[src/rtl/pit_pkg.sv]
// Shared types and helpers for the interval timer channel.
// Assumes binary counting only; mode codes 6 and 7 fold onto 2 and 3.
package pit_pkg;

    typedef enum logic [2:0] {
        MODE_TERM    = 3'd0,
        MODE_ONESHOT = 3'd1,
        MODE_RATE    = 3'd2,
        MODE_SQUARE  = 3'd3,
        MODE_SWSTB   = 3'd4,
        MODE_HWSTB   = 3'd5
    } pit_mode_e;

    // Map a raw 3-bit mode code onto the six distinct behaviours.
    function automatic pit_mode_e fold_mode(input logic [2:0] raw);
        case (raw)
            3'd6:    fold_mode = MODE_RATE;
            3'd7:    fold_mode = MODE_SQUARE;
            default: fold_mode = pit_mode_e'(raw);
        endcase
    endfunction

    // True for modes whose gate acts as a level enable rather than a trigger.
    function automatic logic gate_is_level(input pit_mode_e m);
        gate_is_level = (m == MODE_TERM) || (m == MODE_SWSTB);
    endfunction

endpackage

[src/rtl/pit_cfg_reg.sv]
// Captures reload value and mode on the load strobe.
// Provides both the registered period and the period that holds after this edge,
// so the counting core can initialise itself from a value loaded in the same cycle.
// Assumes a reload value of zero stands for 2**CW.
module pit_cfg_reg
    import pit_pkg::*;
#(
    parameter int CW = 16,
    localparam int NW = CW + 1
) (
    input  logic          clk,
    input  logic          rst_n,
    input  logic          load_i,
    input  logic [CW-1:0] reload_i,
    input  logic [2:0]    mode_i,
    output logic [NW-1:0] period_q_o,
    output logic [NW-1:0] period_nx_o,
    output pit_mode_e     mode_q_o
);

    logic [NW-1:0] period_q;
    logic [NW-1:0] reload_wide;
    pit_mode_e     mode_q;

    // Widen the reload value, turning zero into the full period.
    always_comb begin
        if (reload_i == '0) reload_wide = {1'b1, {CW{1'b0}}};
        else                reload_wide = {1'b0, reload_i};
    end

    // Period in force after the current edge.
    always_comb begin
        period_nx_o = load_i ? reload_wide : period_q;
    end

    // Configuration registers, reset to mode 0 with a full period.
    always_ff @(posedge clk) begin
        if (!rst_n) begin
            period_q <= {1'b1, {CW{1'b0}}};
            mode_q   <= MODE_TERM;
        end else if (load_i) begin
            period_q <= reload_wide;
            mode_q   <= fold_mode(mode_i);
        end
    end

    assign period_q_o = period_q;
    assign mode_q_o   = mode_q;

    // Captured period is never zero after folding.
    AST_PERIOD_NONZERO: assert property (@(posedge clk) disable iff (!rst_n)
        period_q != '0);

endmodule

[src/rtl/pit_gate_ctl.sv]
// Gate handling: registers the gate, detects rising edges and decides
// whether this cycle steps the count or restarts it.
// Assumes the mode input is the captured mode, not the raw host value.
module pit_gate_ctl
    import pit_pkg::*;
(
    input  logic      clk,
    input  logic      rst_n,
    input  logic      gate_i,
    input  logic      tick_i,
    input  pit_mode_e mode_i,
    output logic      run_o,
    output logic      restart_o
);

    logic gate_q;
    logic gate_rise;

    // Registered gate copy for edge detection.
    always_ff @(posedge clk) begin
        if (!rst_n) gate_q <= 1'b0;
        else        gate_q <= gate_i;
    end

    // Edge, restart and step decisions.
    always_comb begin
        gate_rise = gate_i & ~gate_q;
        restart_o = gate_rise & ~gate_is_level(mode_i);
        run_o     = tick_i & (gate_i | ~gate_is_level(mode_i));
    end

    // Level-gated modes never step with the gate low.
    AST_LEVEL_GATE_BLOCKS: assert property (@(posedge clk) disable iff (!rst_n)
        (gate_is_level(mode_i) && !gate_i) |-> !run_o);

endmodule

[src/rtl/pit_count_core.sv]
// Counting core. It keeps the elapsed step count (saturating just past the
// period), the phase within the period, the doubled phase used by the square
// wave, a wrapping down-counter for the one-shot readback and a started flag.
// Assumes clear_i and step_i are never high together.
module pit_count_core #(
    parameter int CW = 16,
    localparam int NW = CW + 1
) (
    input  logic          clk,
    input  logic          rst_n,
    input  logic          clear_i,
    input  logic          step_i,
    input  logic [NW-1:0] period_i,
    output logic [NW-1:0] elapsed_o,
    output logic [NW-1:0] phase_o,
    output logic [NW-1:0] phase2_o,
    output logic [CW-1:0] down_o,
    output logic          begun_o
);

    logic [NW-1:0] el_q, ph_q, ph2_q;
    logic [CW-1:0] down_q;
    logic          begun_q;

    logic [NW-1:0] el_nx, ph_inc, ph_nx, ph2_a, ph2_b, ph2_nx;

    // Next values for one step.
    always_comb begin
        el_nx  = (el_q > period_i) ? el_q : el_q + 1'b1;
        ph_inc = ph_q + 1'b1;
        ph_nx  = (ph_inc == period_i) ? '0 : ph_inc;
        ph2_a  = ph2_q + NW'(2);
        ph2_b  = (ph2_a >= period_i) ? ph2_a - period_i : ph2_a;
        ph2_nx = (ph2_b >= period_i) ? ph2_b - period_i : ph2_b;
    end

    // State update: clear on load or restart, advance on step.
    always_ff @(posedge clk) begin
        if (!rst_n) begin
            el_q    <= '0;
            ph_q    <= '0;
            ph2_q   <= '0;
            down_q  <= '0;
            begun_q <= 1'b0;
        end else if (clear_i) begin
            el_q    <= '0;
            ph_q    <= '0;
            ph2_q   <= '0;
            down_q  <= period_i[CW-1:0];
            begun_q <= 1'b0;
        end else if (step_i) begin
            el_q    <= el_nx;
            ph_q    <= ph_nx;
            ph2_q   <= ph2_nx;
            down_q  <= down_q - 1'b1;
            begun_q <= 1'b1;
        end
    end

    assign elapsed_o = el_q;
    assign phase_o   = ph_q;
    assign phase2_o  = ph2_q;
    assign down_o    = down_q;
    assign begun_o   = begun_q;

    AST_PHASE_BOUND: assert property (@(posedge clk) disable iff (!rst_n)
        !clear_i |-> (ph_q < period_i && ph2_q < period_i));
    AST_ELAPSED_CAP: assert property (@(posedge clk) disable iff (!rst_n)
        !clear_i |-> (el_q <= period_i + 1'b1));
    AST_HOLD_IDLE: assert property (@(posedge clk) disable iff (!rst_n)
        (!clear_i && !step_i) |=> ($stable(el_q) && $stable(down_q) && $stable(ph_q)));

endmodule

[src/rtl/pit_out_decode.sv]
// Output and readback decoder. It forms the output level and the readback
// count from the captured mode and the core state.
// Purely combinational; assumes core state is consistent with period_i.
module pit_out_decode
    import pit_pkg::*;
#(
    parameter int CW = 16,
    localparam int NW = CW + 1
) (
    input  pit_mode_e     mode_i,
    input  logic [NW-1:0] period_i,
    input  logic [NW-1:0] elapsed_i,
    input  logic [NW-1:0] phase_i,
    input  logic [NW-1:0] phase2_i,
    input  logic [CW-1:0] down_i,
    input  logic          begun_i,
    output logic          out_o,
    output logic [CW-1:0] count_o
);

    logic [NW:0] half;

    // First-half length of the square-wave period.
    always_comb begin
        half = ({1'b0, period_i} + 1'b1) >> 1;
    end

    // Mode-dependent output level and readback value.
    always_comb begin
        case (mode_i)
            MODE_RATE: begin
                out_o   = !((phase_i == '0) && begun_i);
                count_o = CW'(period_i - phase_i);
            end
            MODE_SQUARE: begin
                out_o   = ({1'b0, phase_i} < half);
                count_o = CW'(period_i - phase2_i);
            end
            MODE_SWSTB, MODE_HWSTB: begin
                out_o   = (elapsed_i == period_i);
                count_o = down_i;
            end
            default: begin
                out_o   = (elapsed_i >= period_i);
                count_o = down_i;
            end
        endcase
    end

endmodule

[src/rtl/pit_channel.sv]
// Top of one programmable interval timer channel.
// Joins the configuration register, gate control, counting core and decoder.
// A load has priority over a gate restart, which has priority over a step.
module pit_channel
    import pit_pkg::*;
#(
    parameter int CW = 16
) (
    input  logic          clk,
    input  logic          rst_n,
    input  logic          load_i,
    input  logic [CW-1:0] reload_i,
    input  logic [2:0]    mode_i,
    input  logic          gate_i,
    input  logic          tick_i,
    output logic          out_o,
    output logic [CW-1:0] count_o
);

    localparam int NW = CW + 1;

    logic [NW-1:0] period_q, period_nx;
    pit_mode_e     mode_q;
    logic          run, restart, clear, step;
    logic [NW-1:0] elapsed, phase, phase2;
    logic [CW-1:0] down;
    logic          begun;

    pit_cfg_reg #(.CW(CW)) u_cfg (
        .clk        (clk),
        .rst_n      (rst_n),
        .load_i     (load_i),
        .reload_i   (reload_i),
        .mode_i     (mode_i),
        .period_q_o (period_q),
        .period_nx_o(period_nx),
        .mode_q_o   (mode_q)
    );

    pit_gate_ctl u_gate (
        .clk      (clk),
        .rst_n    (rst_n),
        .gate_i   (gate_i),
        .tick_i   (tick_i),
        .mode_i   (mode_q),
        .run_o    (run),
        .restart_o(restart)
    );

    // Priority between load, restart and step.
    always_comb begin
        clear = load_i | restart;
        step  = run & ~clear;
    end

    pit_count_core #(.CW(CW)) u_core (
        .clk      (clk),
        .rst_n    (rst_n),
        .clear_i  (clear),
        .step_i   (step),
        .period_i (period_nx),
        .elapsed_o(elapsed),
        .phase_o  (phase),
        .phase2_o (phase2),
        .down_o   (down),
        .begun_o  (begun)
    );

    pit_out_decode #(.CW(CW)) u_dec (
        .mode_i   (mode_q),
        .period_i (period_q),
        .elapsed_i(elapsed),
        .phase_i  (phase),
        .phase2_i (phase2),
        .down_i   (down),
        .begun_i  (begun),
        .out_o    (out_o),
        .count_o  (count_o)
    );

    AST_TERM_HOLD: assert property (@(posedge clk) disable iff (!rst_n)
        (mode_q == MODE_TERM && out_o && !load_i) |=> out_o);
    AST_STROBE_SINGLE: assert property (@(posedge clk) disable iff (!rst_n)
        ((mode_q == MODE_SWSTB || mode_q == MODE_HWSTB) && out_o && step) |=> !out_o);
    AST_PAUSE_HOLDS: assert property (@(posedge clk) disable iff (!rst_n)
        ((mode_q == MODE_TERM || mode_q == MODE_SWSTB) && !gate_i && !load_i)
            |=> ($stable(count_o) && $stable(out_o)));
    AST_LOAD_CLEARS: assert property (@(posedge clk) disable iff (!rst_n)
        (load_i && reload_i != '0) |=> (count_o == $past(reload_i)));

endmodule

[config.mk]
export PLATFORM = sky130hd
export DESIGN_NAME = pit_channel
export DESIGN_NICKNAME = d
export VERILOG_FILES = /design/src/rtl/pit_pkg.sv /design/src/rtl/pit_cfg_reg.sv /design/src/rtl/pit_gate_ctl.sv /design/src/rtl/pit_count_core.sv /design/src/rtl/pit_out_decode.sv /design/src/rtl/pit_channel.sv
export SDC_FILE = /design/constraint.sdc
export NUM_CORES = 1
export LEC_CHECK = 0
export CAP_MARGIN = 25
export CORE_MARGIN = 2
export CORE_UTILIZATION = 45
export CTS_CLUSTER_SIZE = 40
export DETAILED_ROUTE_END_ITERATION = 8
export DONT_BUFFER_PORTS = 1
export PLACE_DENSITY = 0.57
export SLEW_MARGIN = 20
export SYNTH_ARGS = -nofsm -noshare
export SYNTH_HDL_FRONTEND = slang
export SYNTH_SLANG_ARGS = --single-unit
export TNS_END_PERCENT = 50
[constraint.sdc]
create_clock -name clk -period 6 [get_ports clk]
set_input_delay 0.6 -clock clk [delete_from_list [all_inputs] [get_ports clk]]
set_output_delay 0.6 -clock clk [all_outputs]
set_load 0.02 [all_outputs]
==> impl_metrics.ini <==
[power_and_ir_drop]
pwr-share-clk_pct = 32.3
switching_share_pct = 35.2
p_int_mw = 1.25
p_per_area_nw_per_um2 = 184
combPwrFrac_pct = 34.4
p_total_mw = 1.93
switching_power_uw = 678
power_frac_seq_pct = 33.4
ir_worst_vdd_v = 0.000102
leakagePower_nw = 4.53

[worst_setup_path]
critPathLaunchType = register
r2r-start = u_core.phase2_o[1]$_SDFFE_PP0P_
required_ps = 6220
timing.rr.end = u_core.phase2_o[9]$_SDFFE_PP0P_
critical_path_arrival_ps = 5850
end_kind = register
cp_max_fo = 14
reg2regPathDepth = 23
crit_type = register to register
rrSetupSlack_ps = 370

[synth]
synth-adder-area-share_pct = 14.2
synth_xor_xnor_area_share_pct = 8.54
synth_compound_area_share_pct = 20.5
yosysWarnings = 0
syn-num-nets = 1380
ys.flop_type = dfxtp_1
synth.distinct_cells = 87
synth_edf_count = 0
syn_avg_cell_area_um2 = 7.77
synthSimpleGateAreaFrac_pct = 26.4
ys_seq_elements = 89
ys_seq_area_share_pct = 18.4
synth_top_family_by_area = simple AND/OR/NAND/NOR gates
syn-cell-area_um2 = 9700
ys_async_sr_fraction_pct = 0
synth_cells = 1248
synthMuxAreaShare_pct = 7.62

[sta]
setup_violations = 0
fin_hold_ws_ps = 310
slew_violations = 0
finalCritPeriodShare_pct = 93.8
hold_viol_final = 0
tightest_slew_ps = 884
fin_tns_setup_ps = 0
fin_crit_ps = 5630
skew_ps = 5.81
fmax_mhz = 178
max_slew_margin_pct = 40.4

[place]
dp.cells = 1509
dpl_cell_area_um2 = 10100
io_buffers = 0
place.gp.congestion = 0.932
place_hpwl_um = 25300

[route]
wl_per_cell_um = 20.8
firstDrtPassIters = 5
avgViaCountPerCell = 6.03
drt_wl_total_um = 31900
dr_total_vias = 9236
dr_wl_met2_um = 13700
drc_errors = 0
drt_iter0_drc = 848
wl_met1_um = 14900
top_layer = met5
ant_nets = 0
dr_wl_met3_um = 2250

[min_path]
holdPathEnd = u_cfg.period_q_o[16]$_SDFF_PN1_
min-delay-start = rst_n
min_path_type = input pin to register
hold_path_depth = 1

[cts]
cts_tree = built
htree_levels = 3
cts_buffers = 9
path_clk_slew_ps = 70
cts_sinks = 89
clk_latency_ps = 350
clk_path_buf_depth = 2
cts_root_buf = clkbuf_16

[final_layout]
drive_gt1_share_pct = 9.55
syn_to_final_growth_pct = 8.21
stdcell_count = 1532
diodes = 0
nets = 1384
final_area_um2 = 10500

[floorplan]
fp.dieArea_um2 = 22800
ios = 41
dieWidth_um = 151
die_h_um = 151
core_area_um2 = 21100
rows = 53
initial_core_util_pct = 46.0

[global_route]
overflow = 0
grt_max_degree = 62
grt_pass1_vias = 8351
antenna_found_initial = 1
grt_pass1_wl_um = 48600
grtUsageTotal_pct = 28.3

[status]
status = finished, final reports clean

[run]
cap_viol_max_count = 0
layout make-up:
cell class | count | area [um^2]
clock buffer | 13 | 280
clock inverter | 3 | 46.3
fill | 2090 | 10600
inverter | 46 | 173
multi-input combinational | 1061 | 7510
sequential | 89 | 1780
tap | 275 | 344
timing repair buffer | 45 | 363
cell usage after synthesis, types with 5 or more instances:
library cell,number,area (um^2)
o211ai_1,9,67.6
a21o_1,27,203
dfxtp_1,89,1780
o311a_1,6,60.1
ha_1,105,1310
o2111ai_1,6,52.6
o21ai_0,71,355
nor3_1,43,215
nand4_1,25,156
a21oi_1,63,315
nor4_1,13,81.3
and3_1,23,144
nand2_1,155,582
o21a_1,18,135
xor2_1,28,245
or3_1,10,62.6
mux2i_2,5,68.8
mux2i_1,49,490
a31oi_1,12,75.1
nand2b_1,22,138
o31ai_1,5,37.5
a211oi_1,5,37.5
nand3_1,54,270
clkbuf_1,29,109
and2_1,10,62.6
o21bai_1,5,37.5
buf_2,14,70.1
o21ai_1,13,65.1
o22ai_1,6,37.5
inv_1,46,173
o211a_1,12,120
nor3b_1,5,37.5
nor2_1,71,267
nand3b_1,9,67.6
xnor2_1,64,561
nor2b_1,29,181
mux2_2,10,113
per-layer routing:
metal  vias to the layer above  track usage [%]
met3                        67             5.06
met5                         -                0
met4                         2             11.2
met2                       331             44.0
met1                      4280             38.9
li1                       4556                -
state kept, by name (all words and copies together) (netlist names):
signal            count
u_cfg.period_q_o     17
u_core.elapsed_o     17
u_core.phase2_o      17
u_core.phase_o       17
u_core.down_o        16
u_cfg.mode_q_o        3
u_core.begun_o        1
u_gate.gate_q         1
power by group through the flow:
stage	clock network, mW	registers (mW)	logic (mW)
after floorplan	0	0.647	0.484
after global placement	0	0.656	0.644
after detailed placement	0	0.656	0.645
after CTS	0.636	0.643	0.649
after global routing	0.655	0.646	0.723
final	0.622	0.643	0.662
worst max-delay path: stages, from the launching register on:
cell and delay (ps):
dfxtp_2 390, ha_1 230, nand2_1 70, or2_2 350, nor3_1 250, xor2_1 280, ha_1 330, a21o_1 230
a31oi_4 270, o41ai_4 140, a21oi_4 260, o21ai_4 170, buf_4 190, mux2_2 280, ha_1 380, nand4_1 140
a21oi_1 250, o31ai_1 130, buf_4 150, a31o_1 180, a21oi_1 240, buf_12 180, mux2i_1 280, a21oi_1 100
cell families (layout without fill, tap and decap cells):
family | after synthesis | count (layout)
flip-flops | 89 | 89
multiplexers | 68 | 68
adder cells (fa/ha/maj) | 108 | 108
XOR/XNOR | 93 | 93
AND/OR/NAND/NOR | 496 | 496
AO/OA/AOI/OAI | 296 | 296
buffers and inverters | 98 | 107
worst max path at each step:
stage / start / to / slack, ps
global route: u_core.phase2_o[2]$_SDFFE_PP0P_ / u_core.phase2_o[4]$_SDFFE_PP0P_ / -3
floorplan: u_core.phase2_o[1]$_SDFFE_PP0P_ / u_core.phase2_o[12]$_SDFFE_PP0P_ / 850
global placement: u_core.phase2_o[1]$_SDFFE_PP0P_ / u_core.phase2_o[0]$_SDFFE_PP0P_ / 300
finish: u_core.phase2_o[1]$_SDFFE_PP0P_ / u_core.phase2_o[9]$_SDFFE_PP0P_ / 370
CTS: u_core.phase2_o[1]$_SDFFE_PP0P_ / u_core.phase2_o[0]$_SDFFE_PP0P_ / 170
detailed placement: u_core.phase2_o[1]$_SDFFE_PP0P_ / u_core.phase2_o[0]$_SDFFE_PP0P_ / 200
placed cells by master (no fill, tap or decap), drive strengths merged, types with 6 or more instances in the layout:
master,instances
buf,45
nand2b,22
o21ai,86
nor4,17
xor2,28
mux2i,55
o21a,19
or3,11
a21oi,67
o22ai,6
nand3,54
dfxtp,89
nor2,72
o311a,6
ha,105
o211ai,10
inv,46
a21o,27
o2111ai,6
nand4,26
xnor2,64
nand3b,9
and3,23
nor3,45
nand2,155
o31ai,7
clkbuf,13
and2,10
mux2,13
a31oi,13
nor2b,29
o211a,12
stage by stage:
stage	setup WS, ps	util, %
3_5_place_dp	201	47.9
5_1_grt	-3.07	49.8
2_1_floorplan	849	-
6_report	373	49.8
3_3_place_gp	298	47.9
4_1_cts	172	49.4
repair_timing:
action | CTS | global route
setup buffers | 0 | 7
setup endpoints to repair | 0 | 17
resized for setup | 0 | 5
hold buffers | 0 | 0
Power figures use the tool's default switching activity.
